**src/rtl/tl_pkg.sv**
```systemverilog
// Shared types for the traffic light sequencer.
// Assumes a 2-bit phase code that software reads through the status word.
package tl_pkg;
    typedef enum logic [1:0] {
        PH_RED    = 2'b00,
        PH_GREEN  = 2'b01,
        PH_YELLOW = 2'b10,
        PH_DARK   = 2'b11
    } phase_t;
endpackage

```
**src/rtl/tl_apb_regs.sv**
```systemverilog
// APB register file: control, two packed timer words, read-only status.
// Assumes zero-wait-state transfers; no error response is produced.
module tl_apb_regs #(
    parameter int          DATA_W = 32,
    parameter int          ADDR_W = 32,
    parameter int          CTRL_W = 4,
    parameter logic [31:0] T0_RST = 32'hCAFE1234,
    parameter logic [31:0] T1_RST = 32'hFACE5678
) (
    input  logic              clk,
    input  logic              rst_n,
    input  logic              psel,
    input  logic              penable,
    input  logic              pwrite,
    input  logic [ADDR_W-1:0] paddr,
    input  logic [DATA_W-1:0] pwdata,
    output logic [DATA_W-1:0] prdata,
    input  tl_pkg::phase_t    phase,
    output logic [CTRL_W-1:0] ctrl,
    output logic [DATA_W-1:0] tmr0,
    output logic [DATA_W-1:0] tmr1
);
    localparam logic [ADDR_W-1:0] OFS_CTRL = ADDR_W'(32'h0);
    localparam logic [ADDR_W-1:0] OFS_TMR0 = ADDR_W'(32'h4);
    localparam logic [ADDR_W-1:0] OFS_TMR1 = ADDR_W'(32'h8);
    localparam logic [ADDR_W-1:0] OFS_STAT = ADDR_W'(32'hC);

    logic wr_en, rd_en;
    logic [DATA_W-1:0] rd_mux;

    assign wr_en = psel && penable && pwrite;
    assign rd_en = psel && penable && !pwrite;

    // Capture bus writes into the writable registers.
    always_ff @(posedge clk) begin
        if (!rst_n) begin
            ctrl <= '0;
            tmr0 <= DATA_W'(T0_RST);
            tmr1 <= DATA_W'(T1_RST);
        end else if (wr_en) begin
            if (paddr == OFS_CTRL) ctrl <= pwdata[CTRL_W-1:0];
            if (paddr == OFS_TMR0) tmr0 <= pwdata;
            if (paddr == OFS_TMR1) tmr1 <= pwdata;
        end
    end

    // Select read data by address; unmapped offsets read as zero.
    always_comb begin
        rd_mux = '0;
        if (paddr == OFS_CTRL) rd_mux = DATA_W'(ctrl);
        if (paddr == OFS_TMR0) rd_mux = tmr0;
        if (paddr == OFS_TMR1) rd_mux = tmr1;
        if (paddr == OFS_STAT) rd_mux = DATA_W'(phase);
    end

    // Drive prdata only during a read access.
    assign prdata = rd_en ? rd_mux : '0;

    // a timer word changes only under a write to its own offset.
    a_r1_tmr0_hold: assert property (@(posedge clk) disable iff (!rst_n)
        !(wr_en && paddr == OFS_TMR0) |=> $stable(tmr0));
    a_r1_tmr1_hold: assert property (@(posedge clk) disable iff (!rst_n)
        !(wr_en && paddr == OFS_TMR1) |=> $stable(tmr1));
endmodule

```
**src/rtl/tl_dur_clamp.sv**
```systemverilog
// Turns a duration field into a countdown load value (duration - 1).
// A zero field is clamped to a one-clock phase so the sequence never stalls.
module tl_dur_clamp #(
    parameter int W     = 8,
    parameter int OUT_W = 12
) (
    input  logic [W-1:0]     fld,
    output logic [OUT_W-1:0] ld
);
    // Zero and one both give a load of zero, i.e. one clock.
    assign ld = (fld == '0) ? '0 : OUT_W'(fld - W'(1));
endmodule

```
**src/rtl/tl_phase_fsm.sv**
```systemverilog
// Phase state machine with down-counter and flash overrides.
// Assumes load values are (duration - 1), sampled at each phase entry only.
module tl_phase_fsm #(
    parameter int CNT_W = 12
) (
    input  logic               clk,
    input  logic               rst_n,
    input  logic               en,
    input  logic               flash_y,
    input  logic               flash_r,
    input  logic [CNT_W-1:0]   ld_g2y,
    input  logic [CNT_W-1:0]   ld_r2g,
    input  logic [CNT_W-1:0]   ld_y2r,
    output tl_pkg::phase_t     phase
);
    import tl_pkg::*;

    logic [CNT_W-1:0] cnt;
    logic             flashing;
    logic             flash_any;
    phase_t           flash_lamp;

    assign flash_any  = flash_r || flash_y;
    assign flash_lamp = flash_r ? PH_RED : PH_YELLOW;

    // Advance phase, countdown and flash flag once per clock.
    always_ff @(posedge clk) begin
        if (!rst_n) begin
            phase    <= PH_RED;
            cnt      <= '0;
            flashing <= 1'b0;
        end else if (!en) begin
            phase    <= PH_RED;
            cnt      <= ld_r2g;
            flashing <= 1'b0;
        end else if (flash_any) begin
            if (!flashing || (phase != PH_DARK && phase != flash_lamp)) begin
                phase    <= flash_lamp;
                cnt      <= ld_y2r;
                flashing <= 1'b1;
            end else if (cnt == '0) begin
                phase <= (phase == PH_DARK) ? flash_lamp : PH_DARK;
                cnt   <= ld_y2r;
            end else begin
                cnt <= cnt - CNT_W'(1);
            end
        end else if (flashing) begin
            phase    <= PH_RED;
            cnt      <= ld_r2g;
            flashing <= 1'b0;
        end else if (cnt == '0) begin
            unique case (phase)
                PH_RED:    begin phase <= PH_GREEN;  cnt <= ld_g2y; end
                PH_GREEN:  begin phase <= PH_YELLOW; cnt <= ld_y2r; end
                PH_YELLOW: begin phase <= PH_RED;    cnt <= ld_r2g; end
                default:   begin phase <= PH_RED;    cnt <= ld_r2g; end
            endcase
        end else begin
            cnt <= cnt - CNT_W'(1);
        end
    end

    // disabled means red on the next clock.
    a_r6_disabled_red: assert property (@(posedge clk) disable iff (!rst_n)
        !en |=> phase == PH_RED);
    // green may only stay or move to yellow in normal operation.
    a_r7_green_exit: assert property (@(posedge clk) disable iff (!rst_n)
        (en && !flash_any && phase == PH_GREEN) |=> (phase == PH_GREEN || phase == PH_YELLOW));
    // yellow may only stay or move to red in normal operation.
    a_r7_yellow_exit: assert property (@(posedge clk) disable iff (!rst_n)
        (en && !flash_any && phase == PH_YELLOW) |=> (phase == PH_YELLOW || phase == PH_RED));
    // red flash request excludes yellow and green.
    a_r12_red_priority: assert property (@(posedge clk) disable iff (!rst_n)
        (en && flash_r) |=> (phase == PH_RED || phase == PH_DARK));
    // the dark phase follows only a cycle with a flash mode active.
    a_r11_dark_only_flash: assert property (@(posedge clk) disable iff (!rst_n)
        (phase == PH_DARK) |-> $past(en && flash_any));
endmodule

```
**src/rtl/tl_signal_ctrl.sv**
```systemverilog
// Top: APB-configured traffic light sequencer with one-hot lamp outputs.
// Assumes timer words pack G2Y above R2G above Y2R, filling DATA_W exactly.
module tl_signal_ctrl #(
    parameter int          DATA_W = 32,
    parameter int          ADDR_W = 32,
    parameter int          G2Y_W  = 12,
    parameter int          R2G_W  = 12,
    parameter int          Y2R_W  = 8,
    parameter logic [31:0] T0_RST = 32'hCAFE1234,
    parameter logic [31:0] T1_RST = 32'hFACE5678
) (
    input  logic              clk,
    input  logic              rst_n,
    input  logic              psel,
    input  logic              penable,
    input  logic              pwrite,
    input  logic [ADDR_W-1:0] paddr,
    input  logic [DATA_W-1:0] pwdata,
    output logic [DATA_W-1:0] prdata,
    output logic              lamp_red,
    output logic              lamp_yellow,
    output logic              lamp_green
);
    import tl_pkg::*;

    localparam int CTRL_W  = 4;
    localparam int Y2R_LSB = 0;
    localparam int R2G_LSB = Y2R_LSB + Y2R_W;
    localparam int G2Y_LSB = R2G_LSB + R2G_W;
    localparam int CNT_A   = (G2Y_W > R2G_W) ? G2Y_W : R2G_W;
    localparam int CNT_W   = (CNT_A > Y2R_W) ? CNT_A : Y2R_W;

    logic [CTRL_W-1:0] ctrl;
    logic [DATA_W-1:0] tmr0, tmr1, tmr_act;
    logic [CNT_W-1:0]  ld_g2y, ld_r2g, ld_y2r;
    phase_t            phase;

    tl_apb_regs #(
        .DATA_W(DATA_W), .ADDR_W(ADDR_W), .CTRL_W(CTRL_W),
        .T0_RST(T0_RST), .T1_RST(T1_RST)
    ) u_regs (
        .clk(clk), .rst_n(rst_n), .psel(psel), .penable(penable),
        .pwrite(pwrite), .paddr(paddr), .pwdata(pwdata), .prdata(prdata),
        .phase(phase), .ctrl(ctrl), .tmr0(tmr0), .tmr1(tmr1)
    );

    // Profile bit picks the peak (set 1) or off-peak (set 0) timer word.
    assign tmr_act = ctrl[3] ? tmr1 : tmr0;

    tl_dur_clamp #(.W(G2Y_W), .OUT_W(CNT_W)) u_cl_g2y (
        .fld(tmr_act[G2Y_LSB +: G2Y_W]), .ld(ld_g2y));
    tl_dur_clamp #(.W(R2G_W), .OUT_W(CNT_W)) u_cl_r2g (
        .fld(tmr_act[R2G_LSB +: R2G_W]), .ld(ld_r2g));
    tl_dur_clamp #(.W(Y2R_W), .OUT_W(CNT_W)) u_cl_y2r (
        .fld(tmr_act[Y2R_LSB +: Y2R_W]), .ld(ld_y2r));

    tl_phase_fsm #(.CNT_W(CNT_W)) u_fsm (
        .clk(clk), .rst_n(rst_n),
        .en(ctrl[0]), .flash_y(ctrl[1]), .flash_r(ctrl[2]),
        .ld_g2y(ld_g2y), .ld_r2g(ld_r2g), .ld_y2r(ld_y2r),
        .phase(phase)
    );

    // Decode the phase into lamp drives; dark lights nothing.
    assign lamp_red    = (phase == PH_RED);
    assign lamp_yellow = (phase == PH_YELLOW);
    assign lamp_green  = (phase == PH_GREEN);

    // never more than one lamp lit.
    a_r14_lamp_onehot: assert property (@(posedge clk) disable iff (!rst_n)
        $onehot0({lamp_red, lamp_yellow, lamp_green}));
endmodule

```
**config.mk**
```make
export PLATFORM = sky130hd
export DESIGN_NAME = tl_signal_ctrl
export DESIGN_NICKNAME = d
export VERILOG_FILES = /design/src/rtl/tl_pkg.sv /design/src/rtl/tl_apb_regs.sv /design/src/rtl/tl_dur_clamp.sv /design/src/rtl/tl_phase_fsm.sv /design/src/rtl/tl_signal_ctrl.sv
export SDC_FILE = /design/constraint.sdc
export NUM_CORES = 1
export LEC_CHECK = 0
export BUFFER_PORTS_ARGS = -buffer_cell sky130_fd_sc_hd__buf_2
export CORE_MARGIN = 5
export CORE_UTILIZATION = 50
export CTS_BUF_LIST = sky130_fd_sc_hd__clkbuf_4 sky130_fd_sc_hd__clkbuf_8
export CTS_CLUSTER_DIAMETER = 40
export DETAILED_ROUTE_END_ITERATION = 7
export PLACE_DENSITY_LB_ADDON = 0.12
export SLEW_MARGIN = 15
export SYNTH_ARGS = -nofsm -noshare
export SYNTH_HDL_FRONTEND = slang
export SYNTH_SLANG_ARGS = --single-unit
```
**constraint.sdc**
```tcl
create_clock -name clk -period 3.4 [get_ports clk]
set_input_delay 0.34 -clock clk [delete_from_list [all_inputs] [get_ports clk]]
set_output_delay 0.34 -clock clk [all_outputs]
set_load 0.1 [all_outputs]
```
# == Yosys cells after proc, flatten, opt, wreduce, memory -nomap -nowiden ==
# Index checks and enable logic that the tools add are counted.
# classes
addsub,4
mul,0
div_mod_pow,0
magnitude_cmp,0
eq_ne,9
n_shift,0
n_mux,24
bitwise,0
reduce_logical,21
# ops
cell,n
two-way mux 32 bit,5
two-way mux 12 bit,9
equality test 32 x 4 -> 1 bit (second input constant),2
logical NOT 12 bit,3
subtractor 12 x 1 -> 12 bit (second input constant),3
equality test 32 x 3 -> 1 bit (second input constant),1
logical NOT 32 bit,1
one-hot mux 12 bit (2 select lines),1
two-way mux 2 bit,7
AND reduction 2 bit,5
subtractor 8 x 1 -> 9 bit (second input constant),1
logical NOT 8 bit,1
equality test 2 bit (second input constant),2
logical AND 1 bit,4
two-way mux 4 bit,1
one-hot mux 2 bit (2 select lines),1
!= test 3 bit (second input constant),1
AND reduction 3 bit,1
nonzero test 3 bit,1
equality test 2 x 1 -> 1 bit (second input constant),1
logical NOT 1 bit,2
logical NOT 2 bit,1
logical OR 1 bit,2
!= test 2 bit,1
!= test 2 bit (second input constant),1
# word_totals
reg_bits,83
latchBits,0
ram_bits,0
romBits,0
output_inout_bits,35
n_memories,0

# == Logic depth before layout (Yosys ltp) ==
# Gate-level depths: netlist of run 1.
# logic_depth
ltp_word,8
mapped_depth,13
ltp_nobuf,8

# == Hierarchy ==
# A second synthesis of run 1 with hierarchy kept.
# hier_totals
cells_unflattened,744
hier_area_um2,6306.0
# by_module_without_submodules
mod,n_inst,cells_each,area_per_inst_um2,seq_area_each_um2
tl_apb_regs,1,369,3382.0,1361.3
tl_phase_fsm,1,213,1540.2,300.3
tl_dur_clamp (u_cl_g2y ...),2,45,305.3,0.0
tl_signal_ctrl,1,39,560.5,0.0
tl_dur_clamp (u_cl_y2r),1,33,212.7,0.0

# == Worst setup path after synthesis of run 1 ==
# OpenSTA, ideal clock, no wires.
# synth_path
kind,input port to output port
startpoint,in paddr[4]
endpoint,out prdata[21]
t_arrival_ps,3056
setup_slack_ps,4
stages,7
path_cell_list,nor4_1 nand4_1 nor4_1 clkbuf_1 buf_1 a22oi_1 nor2_1
# synth_between
elab_chain_cells,5
elab_cells_between_ends,7
cone_classes,eq/ne: 3; mux: 4
# synth_lines
element,line,source
from (decl),tl_signal_ctrl.sv:17,"input logic [ADDR_W-1:0] paddr,"
equality test 32 x 3 -> 1 bit,tl_apb_regs.sv:51,if (paddr == OFS_TMR0) rd_mux = tmr0;
two-way mux 32 bit,tl_apb_regs.sv:51,
two-way mux 32 bit,tl_apb_regs.sv:52,if (paddr == OFS_TMR1) rd_mux = tmr1;
two-way mux 32 bit *,tl_apb_regs.sv:53,if (paddr == OFS_STAT) rd_mux = DATA_W'(phase);
two-way mux 32 bit *,tl_apb_regs.sv:57,assign prdata = rd_en ? rd_mux : '0;
to (decl),tl_signal_ctrl.sv:19,"output logic [DATA_W-1:0] prdata,"
# Mark *: on every way between the ends. The rest lies on a longest branch, timed or not.

# == Final worst setup path of run 1 ==
# layout_path
startpoint,in paddr[8]
endpoint,out prdata[16]
# The elaborated chain is that of the path after synthesis.

==> flow_summary.html, run 1 <==
<table>
<tr><th>Metric</th><th>Value</th></tr>
<tr><th colspan="2">Outcome</th></tr>
<tr><td>Status</td><td>finished, final reports clean</td></tr>
<tr><th colspan="2">Routing</th></tr>
<tr><td>Antenna violation net count after detailed routing</td><td>0</td></tr>
<tr><td>Router iterations before antenna repair</td><td>5</td></tr>
<tr><td>Detailed-route wire length per cell</td><td>18.6 um</td></tr>
<tr><td>Via density per instance</td><td>6.13</td></tr>
<tr><td>Via count</td><td>6077</td></tr>
<tr><td>Final Routed Wirelength</td><td>18500 um</td></tr>
<tr><td>Detailed Route Iter0 Violations</td><td>494</td></tr>
<tr><td>Residual DRC count</td><td>0</td></tr>
<tr><th colspan="2">Worst setup path</th></tr>
<tr><td>Reg2Reg Depth</td><td>7</td></tr>
<tr><td>Setup CP Type</td><td>input port to primary output</td></tr>
<tr><td>Worst Path Max Fanout</td><td>34</td></tr>
<tr><td>Critical path arrival</td><td>2490 ps</td></tr>
<tr><td>Register-to-register path setup slack</td><td>690 ps</td></tr>
<tr><td>Critical Path RT</td><td>3060 ps</td></tr>
<tr><td>Critical Path End Type</td><td>primary output</td></tr>
<tr><td>Worst flop-to-flop path endpoint</td><td>u_fsm.cnt[7]</td></tr>
<tr><td>Reg2reg start</td><td>u_regs.ctrl[3]</td></tr>
<tr><td>Critical Path Source Type</td><td>input port</td></tr>
<tr><th colspan="2">Global routing</th></tr>
<tr><td>Grt peak-use layer</td><td>met2</td></tr>
<tr><td>Global-route wire length before repair</td><td>29700 um</td></tr>
<tr><td>Global Route met3 Usage</td><td>0.0602</td></tr>
<tr><td>Vias in the first global route</td><td>5885</td></tr>
<tr><td>Remaining global-route overflow</td><td>0</td></tr>
<tr><td>Total GRT Usage</td><td>0.275</td></tr>
<tr><td>Met1 global-route usage</td><td>0.349</td></tr>
<tr><td>Pin count of the biggest net entering global routing</td><td>48</td></tr>
<tr><td>Initial antenna violation count</td><td>0</td></tr>
<tr><td>Met2 Usage GRT</td><td>0.461</td></tr>
<tr><th colspan="2">Timing</th></tr>
<tr><td>Post-layout min period</td><td>2830 ps</td></tr>
<tr><td>Number of failing hold endpoints at the final stage</td><td>0</td></tr>
<tr><td>Slew at the pin with the worst max-slew slack</td><td>920 ps</td></tr>
<tr><td>Total negative setup slack</td><td>0 ps</td></tr>
<tr><td>Setup violations, final</td><td>0</td></tr>
<tr><td>Total count of max-transition violations in the final report</td><td>0</td></tr>
<tr><td>Setup clock skew after layout</td><td>12.6 ps</td></tr>
<tr><td>Relative slew margins</td><td>0.387</td></tr>
<tr><td>Top achievable clock speed</td><td>0.353 GHz</td></tr>
<tr><td>Post-route fraction of the period consumed by the critical path</td><td>0.833</td></tr>
<tr><td>RSZ-0062 raised after global routing</td><td>no</td></tr>
<tr><th colspan="2">Logic synthesis</th></tr>
<tr><td>Synthesized area</td><td>5700 um^2</td></tr>
<tr><td>Post-Synth Simple-Gate Area</td><td>0.307</td></tr>
<tr><td>Leading post-synthesis cells by cell area</td><td>sky130_fd_sc_hd__dfxtp_1 29%, sky130_fd_sc_hd__nand2_1 9.7%, sky130_fd_sc_hd__mux2i_1 5.1%</td></tr>
<tr><td>Post-synthesis cell count</td><td>765</td></tr>
<tr><td>Register bit count reported by yosys</td><td>83</td></tr>
<tr><td>Post-synthesis net count</td><td>841</td></tr>
<tr><td>Count of flip-flops with a built-in enable after synthesis</td><td>0</td></tr>
<tr><td>Main combinational cell family by area after synthesis</td><td>simple AND/OR/NAND/NOR gates</td></tr>
<tr><td>Area leader, netlist</td><td>sky130_fd_sc_hd__dfxtp_1</td></tr>
<tr><td>Share of synthesized flip-flops with an asynchronous set or reset</td><td>0</td></tr>
<tr><td>Sequential-to-total area share from yosys stat</td><td>0.291</td></tr>
<tr><td>Fraction of post-synthesis cell area in the top cell type by area</td><td>0.291</td></tr>
<tr><td>List of most frequent post-synthesis cells</td><td>147 x sky130_fd_sc_hd__nand2_1, 83 x sky130_fd_sc_hd__dfxtp_1, 68 x sky130_fd_sc_hd__nor2_1, 44 x sky130_fd_sc_hd__nand3_1, 35 x sky130_fd_sc_hd__clkbuf_1</td></tr>
<tr><td>Area fraction in compound gates after synthesis</td><td>0.238</td></tr>
<tr><td>Area share of fa/ha/maj cells after synthesis</td><td>0.0154</td></tr>
<tr><td>Most repeated cell in the gate-level netlist after synthesis</td><td>sky130_fd_sc_hd__nand2_1</td></tr>
<tr><td>Fraction of synthesized area in multiplexers</td><td>0.0568</td></tr>
<tr><td>Primary FF master, synth</td><td>sky130_fd_sc_hd__dfxtp_1</td></tr>
<tr><td>Post-synthesis share of cell area spent on xor and xnor gates</td><td>0.0446</td></tr>
<tr><td>Number of distinct library cell variants in the gate-level netlist after synthesis</td><td>71</td></tr>
<tr><td>Number of synthesis warnings</td><td>0</td></tr>
<tr><td>Syn avg cell area</td><td>7.45 um^2</td></tr>
<tr><th colspan="2">Floorplan</th></tr>
<tr><td>Die Y</td><td>117 um</td></tr>
<tr><td>Die Wd</td><td>117 um</td></tr>
<tr><td>Core Area</td><td>11300 um^2</td></tr>
<tr><td>Area enclosed by the die boundary</td><td>13600 um^2</td></tr>
<tr><td>Effective utilization at floorplan</td><td>0.506</td></tr>
<tr><td>I/O pin total</td><td>104</td></tr>
<tr><td>Standard-cell rows</td><td>39</td></tr>
<tr><th colspan="2">CTS</th></tr>
<tr><td>Cts bufs inserted</td><td>9</td></tr>
<tr><td>Clock sink count</td><td>83</td></tr>
<tr><td>CTS tree</td><td>yes</td></tr>
<tr><td>Number of cells upsized or downsized after cts</td><td>0</td></tr>
<tr><td>Buffer depth of the longest clock path</td><td>2</td></tr>
<tr><td>Post-CTS setup buffer count</td><td>0</td></tr>
<tr><td>Register clock-pin slew on the reported worst setup and hold paths</td><td>90 ps</td></tr>
<tr><td>Deepest level of the CTS H-tree</td><td>3</td></tr>
<tr><td>Hold_buf cts</td><td>0</td></tr>
<tr><td>Clock latency at the later pin of the worst-skew pair</td><td>380 ps</td></tr>
<tr><td>Cell chosen for the clock root</td><td>sky130_fd_sc_hd__clkbuf_8</td></tr>
<tr><th colspan="2">Finish</th></tr>
<tr><td>Flip-flop and latch area</td><td>1660 um^2</td></tr>
<tr><td>Number of fillers in the final layout</td><td>1084</td></tr>
<tr><td>Final #Nets</td><td>919</td></tr>
<tr><td>Signed area change from the synthesized netlist to the final layout</td><td>14.2%</td></tr>
<tr><td>Post-route non-filler standard cell count</td><td>991</td></tr>
<tr><td>Antenna cells</td><td>0</td></tr>
<tr><td>Layout cells sized above 1</td><td>0.179</td></tr>
<tr><td>Area used by multi-input combinational logic</td><td>3800 um^2</td></tr>
<tr><th colspan="2">Run</th></tr>
<tr><td># Max-Cap Violations</td><td>0</td></tr>
<tr><th colspan="2">Min path</th></tr>
<tr><td>Launch instance of the worst min-delay path</td><td>pwdata[27]</td></tr>
<tr><td>Sink of the worst hold path</td><td>u_regs.tmr0[27]</td></tr>
<tr><td>Number of cells on the worst hold path</td><td>3</td></tr>
<tr><td>Class of the most critical hold timing path</td><td>input port to flip-flop</td></tr>
<tr><th colspan="2">Placed design</th></tr>
<tr><td>Post-detailed-placement half-perimeter wirelength</td><td>13400 um</td></tr>
<tr><td>Count of buffers from port buffering</td><td>103</td></tr>
<tr><td>Cell Count Post-Placement</td><td>975</td></tr>
<tr><td>Weighted congestion reported at the end of routability-driven placement</td><td>0.958</td></tr>
<tr><th colspan="2">Power and ir drop</th></tr>
<tr><td>Leakage power summed over all cells</td><td>2.46 nW</td></tr>
<tr><td>Power density of the placed cells</td><td>286 nW/um^2</td></tr>
<tr><td>Peak ir drop on the vdd network</td><td>0.284 mV</td></tr>
</table>
==> final cells by class <==
type                            instances  share of cell area
Tap cell                              143              0.0275
Multi-Input combinational cell        620               0.583
Clock inverter                          4             0.00750
Sequential cell                        83               0.256
Clock buffer                           12              0.0244
Timing Repair Buffer                  116              0.0942
Inverter                               13             0.00750
==> cell usage in the layout, fill, tap and decap left out, drive strengths merged, types with 22 or more instances in the layout <==
master	instances
a21boi	29
a22oi	34
buf	116
dfxtp	83
mux2i	29
nand2	147
nand3	44
nor2	68
nor3	25
o21ai	22
==> stage by stage <==
step / cell area [um^2] / worst slack, ps / power (W) / util / hold WS, ps
floorplan: 5700 / 4.25 / 0.00105 / - / 456
finish: 6510 / 568 / 0.00186 / 0.577 / 188
detailed placement: 6300 / 576 / 0.00111 / 0.559 / 481
CTS: 6510 / 568 / 0.00186 / 0.577 / 179
global route: 6510 / 312 / 0.00192 / 0.577 / 190
global placement: 6300 / 661 / 0.00111 / 0.559 / 473
==> logic make-up (layout without fill, tap and decap cells) <==
kind of cell               Yosys count  count (layout)
and+or+nand+nor                    364             364
AOI/OAI and AO/OA                  188             188
DFF                                 83              83
buffers and inverters               62             145
muxes                               32              32
xor gates and xnor gates            29              29
adders and majority gates            7               7
==> flip-flops by register name (all words and copies together), names as in the netlist <==
signal	count
u_fsm.cnt	12
u_fsm.flashing	1
u_fsm.phase	2
u_regs.ctrl	4
u_regs.tmr0	32
u_regs.tmr1	32
==> worst max-delay path: stages <==
cell and delay (ps):
sky130_fd_sc_hd__buf_2 90, sky130_fd_sc_hd__nor4_1 280, sky130_fd_sc_hd__nand4_1 280, sky130_fd_sc_hd__nor4b_4 310, sky130_fd_sc_hd__buf_4 410, sky130_fd_sc_hd__a22oi_1 150, sky130_fd_sc_hd__nor2_1 140, sky130_fd_sc_hd__buf_2 440
==> layer usage <==
| layer | up-vias | share of wire |
|---|---|---|
| li1 | 2945 | - |
| met1 | 2889 | 0.43 |
| met2 | 208 | 0.48 |
| met3 | 35 | 0.065 |
| met4 | 0 | 0.023 |
| met5 | - | 0 |
==> report_power, final <==
| part | internal (W) | switching, W | leakage, nW |
|---|---|---|---|
| Clock | 0.000387 | 0.000381 | 0.110 |
| Sequential | 0.000974 | 0.00000350 | 0.672 |
| Combinational | 0.0000535 | 0.0000608 | 1.68 |
==> worst max-delay path by stage <==
stage / from / endpoint / slack [ps] / cells past startpoint
6_report: paddr[8] / prdata[16] / 570 / 8
5_1_grt: u_regs.ctrl[3] / u_fsm.cnt[7] / 310 / 8
4_1_cts: paddr[8] / prdata[0] / 570 / 9
3_5_place_dp: paddr[8] / prdata[0] / 580 / 9
3_3_place_gp: paddr[17] / prdata[1] / 660 / 9
2_1_floorplan: paddr[4] / prdata[21] / 4 / 7
Power figures use the tool's default switching activity.
==> run 2, diff against run 1 <==
==> constraint.sdc (replaced) <==
create_clock -name clk -period 2.5 [get_ports clk]
set_input_delay 0.25 -clock clk [delete_from_list [all_inputs] [get_ports clk]]
set_output_delay 0.25 -clock clk [all_outputs]
set_load 0.1 [all_outputs]
==> flow_summary.html, run 2 (synthesis gave the netlist of run 1 again) <==
<table>
<tr><th>Metric</th><th>Value</th></tr>
<tr><th colspan="2">Timing</th></tr>
<tr><td>Slew at the pin with the worst max-slew slack</td><td>722 ps</td></tr>
<tr><td>Relative slew margins</td><td>0.517</td></tr>
<tr><td>Setup clock skew after layout</td><td>10.6 ps</td></tr>
<tr><td>Setup violations, final</td><td>0</td></tr>
<tr><td>Setup WS post-layout</td><td>41.3 ps</td></tr>
<tr><td>Post-layout min period</td><td>2460 ps</td></tr>
<tr><td>Worst hold slack after final layout</td><td>99.5 ps</td></tr>
<tr><td>Total negative setup slack</td><td>0 ps</td></tr>
<tr><td>Number of failing hold endpoints at the final stage</td><td>0</td></tr>
<tr><td>Top achievable clock speed</td><td>0.407 GHz</td></tr>
<tr><td>Post-route fraction of the period consumed by the critical path</td><td>0.983</td></tr>
<tr><td>Total count of max-transition violations in the final report</td><td>0</td></tr>
<tr><th colspan="2">Routing</th></tr>
<tr><td>Via density per instance</td><td>6.17</td></tr>
<tr><td>Final Routed Wirelength</td><td>19500 um</td></tr>
<tr><td>Residual DRC count</td><td>0</td></tr>
<tr><td>Via count</td><td>6356</td></tr>
<tr><td>Detailed-route wire length per cell</td><td>19.0 um</td></tr>
<tr><td>Antenna violation net count after detailed routing</td><td>0</td></tr>
<tr><td>Detailed Route Iter0 Violations</td><td>547</td></tr>
<tr><td>Router iterations before antenna repair</td><td>5</td></tr>
<tr><th colspan="2">Finish</th></tr>
<tr><td>Most common cell after layout, fill and taps aside</td><td>sky130_fd_sc_hd__nand2_1</td></tr>
<tr><td>Fin util</td><td>0.683</td></tr>
<tr><td>Antenna cells</td><td>0</td></tr>
<tr><td>Final #Nets</td><td>959</td></tr>
<tr><td>Flip-flop and latch area</td><td>1670 um^2</td></tr>
<tr><td>Layout cells sized above 1</td><td>0.269</td></tr>
<tr><td>Largest registers</td><td>u_regs.tmr0 (32), u_regs.tmr1 (32), u_fsm.cnt (12)</td></tr>
<tr><td>Commonest non-fill, non-tap cells in the layout</td><td>147 x sky130_fd_sc_hd__nand2_1, 82 x sky130_fd_sc_hd__dfxtp_1, 71 x sky130_fd_sc_hd__buf_2</td></tr>
<tr><td>Number of fillers in the final layout</td><td>943</td></tr>
<tr><td>Signed area change from the synthesized netlist to the final layout</td><td>35.1%</td></tr>
<tr><td>Post-route non-filler standard cell count</td><td>1030</td></tr>
<tr><td>Area used by multi-input combinational logic</td><td>4130 um^2</td></tr>
<tr><th colspan="2">CTS</th></tr>
<tr><td>Deepest level of the CTS H-tree</td><td>3</td></tr>
<tr><td>CTS tree</td><td>yes</td></tr>
<tr><td>Hold_buf cts</td><td>0</td></tr>
<tr><td>Cell chosen for the clock root</td><td>sky130_fd_sc_hd__clkbuf_8</td></tr>
<tr><td>Cts bufs inserted</td><td>9</td></tr>
<tr><td>Buffer depth of the longest clock path</td><td>2</td></tr>
<tr><td>Clock sink count</td><td>83</td></tr>
<tr><td>Clock latency at the later pin of the worst-skew pair</td><td>380 ps</td></tr>
<tr><td>Register clock-pin slew on the reported worst setup and hold paths</td><td>90 ps</td></tr>
<tr><th colspan="2">Worst setup path</th></tr>
<tr><td>Reg2reg start</td><td>u_fsm.cnt[6]</td></tr>
<tr><td>Critical Path End Type</td><td>primary output</td></tr>
<tr><td>Critical Path RT</td><td>2250 ps</td></tr>
<tr><td>Worst Path Max Fanout</td><td>12</td></tr>
<tr><td>Reg2Reg Depth</td><td>7</td></tr>
<tr><td>Critical Path Source Type</td><td>flip-flop</td></tr>
<tr><td>Setup CP Type</td><td>flip-flop to primary output</td></tr>
<tr><td>Crit path launch</td><td>u_fsm.phase[0]</td></tr>
<tr><td>Critical path arrival</td><td>2210 ps</td></tr>
<tr><th colspan="2">Global routing</th></tr>
<tr><td>Remaining global-route overflow</td><td>0</td></tr>
<tr><td>Vias in the first global route</td><td>6244</td></tr>
<tr><td>Global-route wire length before repair</td><td>31400 um</td></tr>
<tr><td>Pin count of the biggest net entering global routing</td><td>59</td></tr>
<tr><td>Initial antenna violation count</td><td>0</td></tr>
<tr><td>Total GRT Usage</td><td>0.291</td></tr>
<tr><th colspan="2">Run</th></tr>
<tr><td># Max-Cap Violations</td><td>0</td></tr>
<tr><th colspan="2">Floorplan</th></tr>
<tr><td>I/O pin total</td><td>104</td></tr>
<tr><td>Effective utilization at floorplan</td><td>0.506</td></tr>
<tr><td>Area enclosed by the die boundary</td><td>13600 um^2</td></tr>
<tr><td>Core Area</td><td>11300 um^2</td></tr>
<tr><td>Standard-cell rows</td><td>39</td></tr>
<tr><td>Die Y</td><td>117 um</td></tr>
<tr><td>Die Wd</td><td>117 um</td></tr>
<tr><th colspan="2">Min path</th></tr>
<tr><td>Number of cells on the worst hold path</td><td>3</td></tr>
<tr><td>Class of the most critical hold timing path</td><td>input port to flip-flop</td></tr>
<tr><td>Launch instance of the worst min-delay path</td><td>pwdata[28]</td></tr>
<tr><th colspan="2">Placed design</th></tr>
<tr><td>Post-detailed-placement half-perimeter wirelength</td><td>14600 um</td></tr>
<tr><td>Weighted congestion reported at the end of routability-driven placement</td><td>1.03</td></tr>
<tr><td>Cell Count Post-Placement</td><td>1011</td></tr>
<tr><td>Count of buffers from port buffering</td><td>103</td></tr>
<tr><td>Placement Setup Slack</td><td>55.0 ps</td></tr>
<tr><th colspan="2">Power and ir drop</th></tr>
<tr><td>Leakage power summed over all cells</td><td>2.79 nW</td></tr>
<tr><td>Power density of the placed cells</td><td>335 nW/um^2</td></tr>
<tr><td>Peak ir drop on the vdd network</td><td>0.389 mV</td></tr>
<tr><th colspan="2">Outcome</th></tr>
<tr><td>Status</td><td>finished, final reports clean</td></tr>
</table>
run 2: power breakdown:
group          switching [W]  internal, W  total, W
Combinational      0.0000967    0.0000781  0.000175
Clock               0.000499     0.000581   0.00108
Sequential        0.00000526      0.00132   0.00133
Total               0.000601      0.00198   0.00258
run 2: final timing paths:
check,endpoint,slack (ps)
setup / recovery,lamp_green,40
setup reg to reg,u_fsm.cnt[5],110
hold / removal,u_regs.tmr1[28],100
hold reg to reg,u_regs.tmr0[27],500
run 2: repair_timing:
item,4_1_cts,5_1_grt
setup endpoints to repair,0,40
resized for setup,0,10
buffers inserted,0,4
run 2: critical path: stages, from the launching register on:
cell and delay (ps):
sky130_fd_sc_hd__dfxtp_1 620, sky130_fd_sc_hd__nor2b_1 660, sky130_fd_sc_hd__buf_2 550
run 2: final cells by class:
type	count	share of cell area
multi-input combinational	620	0.537
sequential	83	0.216
timing repair buffer	156	0.190
tap	143	0.0232
clock buffer	10	0.0179
clock inverter	5	0.0101
inverter	13	0.00634
run 2: layer usage:
layer  wire [um]  share of wire  GRT usage
met1        8110           0.41      0.373
met2        9500           0.49      0.477
met3        1300          0.067     0.0602
met4         623          0.032      0.122
met5           0              0          0
run 2: per-stage QoR:
step / total power (W) / cell area, um^2
global route: 0.00267 / 7700
finish: 0.00258 / 7700
detailed placement: 0.00153 / 7410
CTS: 0.00260 / 7620
floorplan: 0.00144 / 6040
global placement: 0.00153 / 7410
==> run 3, diff against run 2 <==
--- a/config.mk
+++ b/config.mk
@@ -11,7 +11,7 @@
 export CTS_BUF_LIST = sky130_fd_sc_hd__clkbuf_4 sky130_fd_sc_hd__clkbuf_8
 export CTS_CLUSTER_DIAMETER = 40
 export DETAILED_ROUTE_END_ITERATION = 7
-export PLACE_DENSITY_LB_ADDON = 0.12
+export PLACE_DENSITY = 0.76
 export SLEW_MARGIN = 15
 export SYNTH_ARGS = -nofsm -noshare
 export SYNTH_HDL_FRONTEND = slang
==> flow_summary.html, run 3 (synthesis gave the netlist of run 1 again) <==
<table>
<tr><th>Metric</th><th>Value</th></tr>
<tr><th colspan="2">Outcome</th></tr>
<tr><td>Status</td><td>finished, final reports clean</td></tr>
<tr><th colspan="2">Placed design</th></tr>
<tr><td>Post-detailed-placement half-perimeter wirelength</td><td>15000 um</td></tr>
<tr><td>Count of buffers from port buffering</td><td>103</td></tr>
<tr><td>Weighted congestion reported at the end of routability-driven placement</td><td>0.984</td></tr>
<tr><th colspan="2">Floorplan</th></tr>
<tr><td>Die Y</td><td>117 um</td></tr>
<tr><td>Core Area</td><td>11300 um^2</td></tr>
<tr><td>I/O pin total</td><td>104</td></tr>
<tr><td>Area enclosed by the die boundary</td><td>13600 um^2</td></tr>
<tr><td>Effective utilization at floorplan</td><td>0.506</td></tr>
<tr><td>Standard-cell rows</td><td>39</td></tr>
<tr><td>Die Wd</td><td>117 um</td></tr>
<tr><th colspan="2">Finish</th></tr>
<tr><td>Final #Nets</td><td>973</td></tr>
<tr><td>Largest registers</td><td>u_regs.tmr0 (32), u_regs.tmr1 (32), u_fsm.cnt (12)</td></tr>
<tr><td>Signed area change from the synthesized netlist to the final layout</td><td>38.0%</td></tr>
<tr><td>Most common cell after layout, fill and taps aside</td><td>sky130_fd_sc_hd__nand2_1</td></tr>
<tr><td>Commonest non-fill, non-tap cells in the layout</td><td>147 x sky130_fd_sc_hd__nand2_1, 82 x sky130_fd_sc_hd__dfxtp_1, 71 x sky130_fd_sc_hd__buf_2</td></tr>
<tr><td>Fin util</td><td>0.698</td></tr>
<tr><td>Number of fillers in the final layout</td><td>903</td></tr>
<tr><td>Antenna cells</td><td>0</td></tr>
<tr><td>Layout cells sized above 1</td><td>0.286</td></tr>
<tr><th colspan="2">Routing</th></tr>
<tr><td>Via count</td><td>6602</td></tr>
<tr><td>Residual DRC count</td><td>0</td></tr>
<tr><td>Router iterations before antenna repair</td><td>5</td></tr>
<tr><td>Detailed Route Iter0 Violations</td><td>783</td></tr>
<tr><td>Detailed-route wire length per cell</td><td>19.6 um</td></tr>
<tr><td>Final Routed Wirelength</td><td>20400 um</td></tr>
<tr><td>Via density per instance</td><td>6.32</td></tr>
<tr><td>Antenna violation net count after detailed routing</td><td>0</td></tr>
<tr><th colspan="2">Worst setup path</th></tr>
<tr><td>Worst Path Max Fanout</td><td>7</td></tr>
<tr><td>Register-to-register path setup slack</td><td>130 ps</td></tr>
<tr><td>Critical Path End Type</td><td>primary output</td></tr>
<tr><td>Reg2Reg Depth</td><td>6</td></tr>
<tr><td>Standard cell with the maximum stage delay on the critical path</td><td>sky130_fd_sc_hd__nor4_1</td></tr>
<tr><td>Cell repeated most along the worst path</td><td>sky130_fd_sc_hd__buf_4</td></tr>
<tr><td>Reg2reg start</td><td>u_fsm.cnt[9]</td></tr>
<tr><td>Setup CP Type</td><td>input port to primary output</td></tr>
<tr><td>Critical Path RT</td><td>2250 ps</td></tr>
<tr><td>Buf+Inv Stages, Crit Path</td><td>4</td></tr>
<tr><td>Largest stage delay, worst path</td><td>300 ps</td></tr>
<tr><td>Critical path arrival</td><td>2150 ps</td></tr>
<tr><td>Critical Path Source Type</td><td>input port</td></tr>
<tr><td>Worst flop-to-flop path endpoint</td><td>u_fsm.cnt[5]</td></tr>
<tr><td>Sequence of cells on the critical path</td><td>buf_2 -&gt; nor4_1 -&gt; nand4_1 -&gt; buf_4 -&gt; nor3_2 -&gt; buf_4 -&gt; a22oi_1 -&gt; o21a_1 -&gt; nor2_4 -&gt; buf_12</td></tr>
<tr><td>Category of cells accounting for the largest share of critical-path delay</td><td>simple AND/OR/NAND/NOR gates</td></tr>
<tr><th colspan="2">Min path</th></tr>
<tr><td>Sink of the worst hold path</td><td>u_regs.tmr1[10]</td></tr>
<tr><td>Number of cells on the worst hold path</td><td>3</td></tr>
<tr><td>Launch instance of the worst min-delay path</td><td>pwdata[10]</td></tr>
<tr><td>Class of the most critical hold timing path</td><td>input port to flip-flop</td></tr>
<tr><th colspan="2">Power and ir drop</th></tr>
<tr><td>Combinational share of power</td><td>0.076</td></tr>
<tr><td>Internal power component</td><td>0.00182 W</td></tr>
<tr><td>Power density of the placed cells</td><td>316 nW/um^2</td></tr>
<tr><td>Sequential cell fraction of total power</td><td>0.535</td></tr>
<tr><td>Switching Power</td><td>0.000665 W</td></tr>
<tr><td>Clock Power Share</td><td>0.389</td></tr>
<tr><td>Leakage power summed over all cells</td><td>2.86 nW</td></tr>
<tr><td>Peak ir drop on the vdd network</td><td>0.480 mV</td></tr>
<tr><td>Fraction of power spent switching nets</td><td>0.268</td></tr>
<tr><th colspan="2">Timing</th></tr>
<tr><td>Top achievable clock speed</td><td>0.417 GHz</td></tr>
<tr><td>Total count of max-transition violations in the final report</td><td>0</td></tr>
<tr><td>Setup violations, final</td><td>0</td></tr>
<tr><td>Worst hold slack after final layout</td><td>92.3 ps</td></tr>
<tr><td>Total negative setup slack</td><td>0 ps</td></tr>
<tr><td>Post-route fraction of the period consumed by the critical path</td><td>0.960</td></tr>
<tr><td>Number of failing hold endpoints at the final stage</td><td>0</td></tr>
<tr><td>Slew at the pin with the worst max-slew slack</td><td>605 ps</td></tr>
<tr><td>Relative slew margins</td><td>0.594</td></tr>
<tr><td>Setup clock skew after layout</td><td>8.75 ps</td></tr>
<tr><td>Post-layout min period</td><td>2400 ps</td></tr>
<tr><th colspan="2">CTS</th></tr>
<tr><td>Cell chosen for the clock root</td><td>sky130_fd_sc_hd__clkbuf_8</td></tr>
<tr><td>Register clock-pin slew on the reported worst setup and hold paths</td><td>100 ps</td></tr>
<tr><td>Cts bufs inserted</td><td>9</td></tr>
<tr><td>Clock latency at the later pin of the worst-skew pair</td><td>370 ps</td></tr>
<tr><td>Buffer depth of the longest clock path</td><td>2</td></tr>
<tr><td>Deepest level of the CTS H-tree</td><td>3</td></tr>
<tr><td>CTS tree</td><td>yes</td></tr>
<tr><td>Hold_buf cts</td><td>0</td></tr>
<tr><td>Clock sink count</td><td>83</td></tr>
<tr><th colspan="2">Global routing</th></tr>
<tr><td>Global-route wire length before repair</td><td>32500 um</td></tr>
<tr><td>Initial antenna violation count</td><td>0</td></tr>
<tr><td>Vias in the first global route</td><td>6363</td></tr>
<tr><td>Total GRT Usage</td><td>0.300</td></tr>
<tr><td>Pin count of the biggest net entering global routing</td><td>41</td></tr>
<tr><td>Remaining global-route overflow</td><td>0</td></tr>
<tr><th colspan="2">Run</th></tr>
<tr><td># Max-Cap Violations</td><td>0</td></tr>
</table>
run 3: how the worst max path moves through the flow:
stage / from / to / cells after the start / slack, ps
floorplan: u_regs.ctrl[3] / u_fsm.cnt[7] / 13 / -150
global placement: u_regs.ctrl[3] / u_fsm.cnt[7] / 6 / 70
detailed placement: paddr[8] / prdata[8] / 8 / -6
CTS: u_fsm.cnt[6] / u_fsm.phase[0] / 7 / 20
global route: paddr[16] / prdata[0] / 9 / -9
finish: paddr[11] / prdata[1] / 10 / 100
run 3: routing by layer:
| metal | part of all wire | GRT usage | routed length, um |
|---|---|---|---|
| met1 | 0.42 | 0.406 | 8520 |
| met2 | 0.47 | 0.486 | 9670 |
| met3 | 0.083 | 0.0478 | 1690 |
| met4 | 0.027 | 0.103 | 556 |
| met5 | 0 | 0 | 0 |
run 3: area by class of cell:
class,instances,area [um^2],share of cell area
inverters,13,48.8,0.00620
well taps,143,179,0.0227
multi-input cells,621,4190,0.532
repair buffers,169,1600,0.203
flip-flops and latches,83,1670,0.212
clock buffers,10,138,0.0175
clock inverters,6,53.8,0.00684
run 3: per-stage QoR:
step | std cells | area (um^2) | setup slack [ps] | total power (W)
CTS | 1036 | 7700 | 21.0 | 0.00248
floorplan | 765 | 6040 | -155 | 0.00144
global route | 1045 | 7870 | -8.84 | 0.00256
finish | 1045 | 7870 | 99.3 | 0.00248
global placement | 1020 | 7500 | 70.7 | 0.00153
detailed placement | 1020 | 7500 | -5.67 | 0.00154
run 3: worst register-to-register path, stage by stage, from the launching register on:
cell,delay (ps)
sky130_fd_sc_hd__dfxtp_1,340
sky130_fd_sc_hd__or4_4,590
sky130_fd_sc_hd__or4b_4,580
sky130_fd_sc_hd__o2111ai_1,200
sky130_fd_sc_hd__o311ai_1,190
sky130_fd_sc_hd__a221oi_1,250
sky130_fd_sc_hd__a21oi_1,110
run 3: power groups by stage:
stage | sequential (W) | combinational (W) | clock (W)
4_1_cts | 0.00133 | 0.000182 | 0.000968
2_1_floorplan | 0.00136 | 0.0000847 | 0
3_5_place_dp | 0.00136 | 0.000181 | 0
3_3_place_gp | 0.00136 | 0.000175 | 0
6_report | 0.00133 | 0.000189 | 0.000965
5_1_grt | 0.00133 | 0.000204 | 0.00102
run 3: what timing repair did:
action,CTS,global route
setup endpoints to repair,7,39
setup buffers,0,8
gates cloned,0,1
pin swaps,0,4
resized for setup,3,14
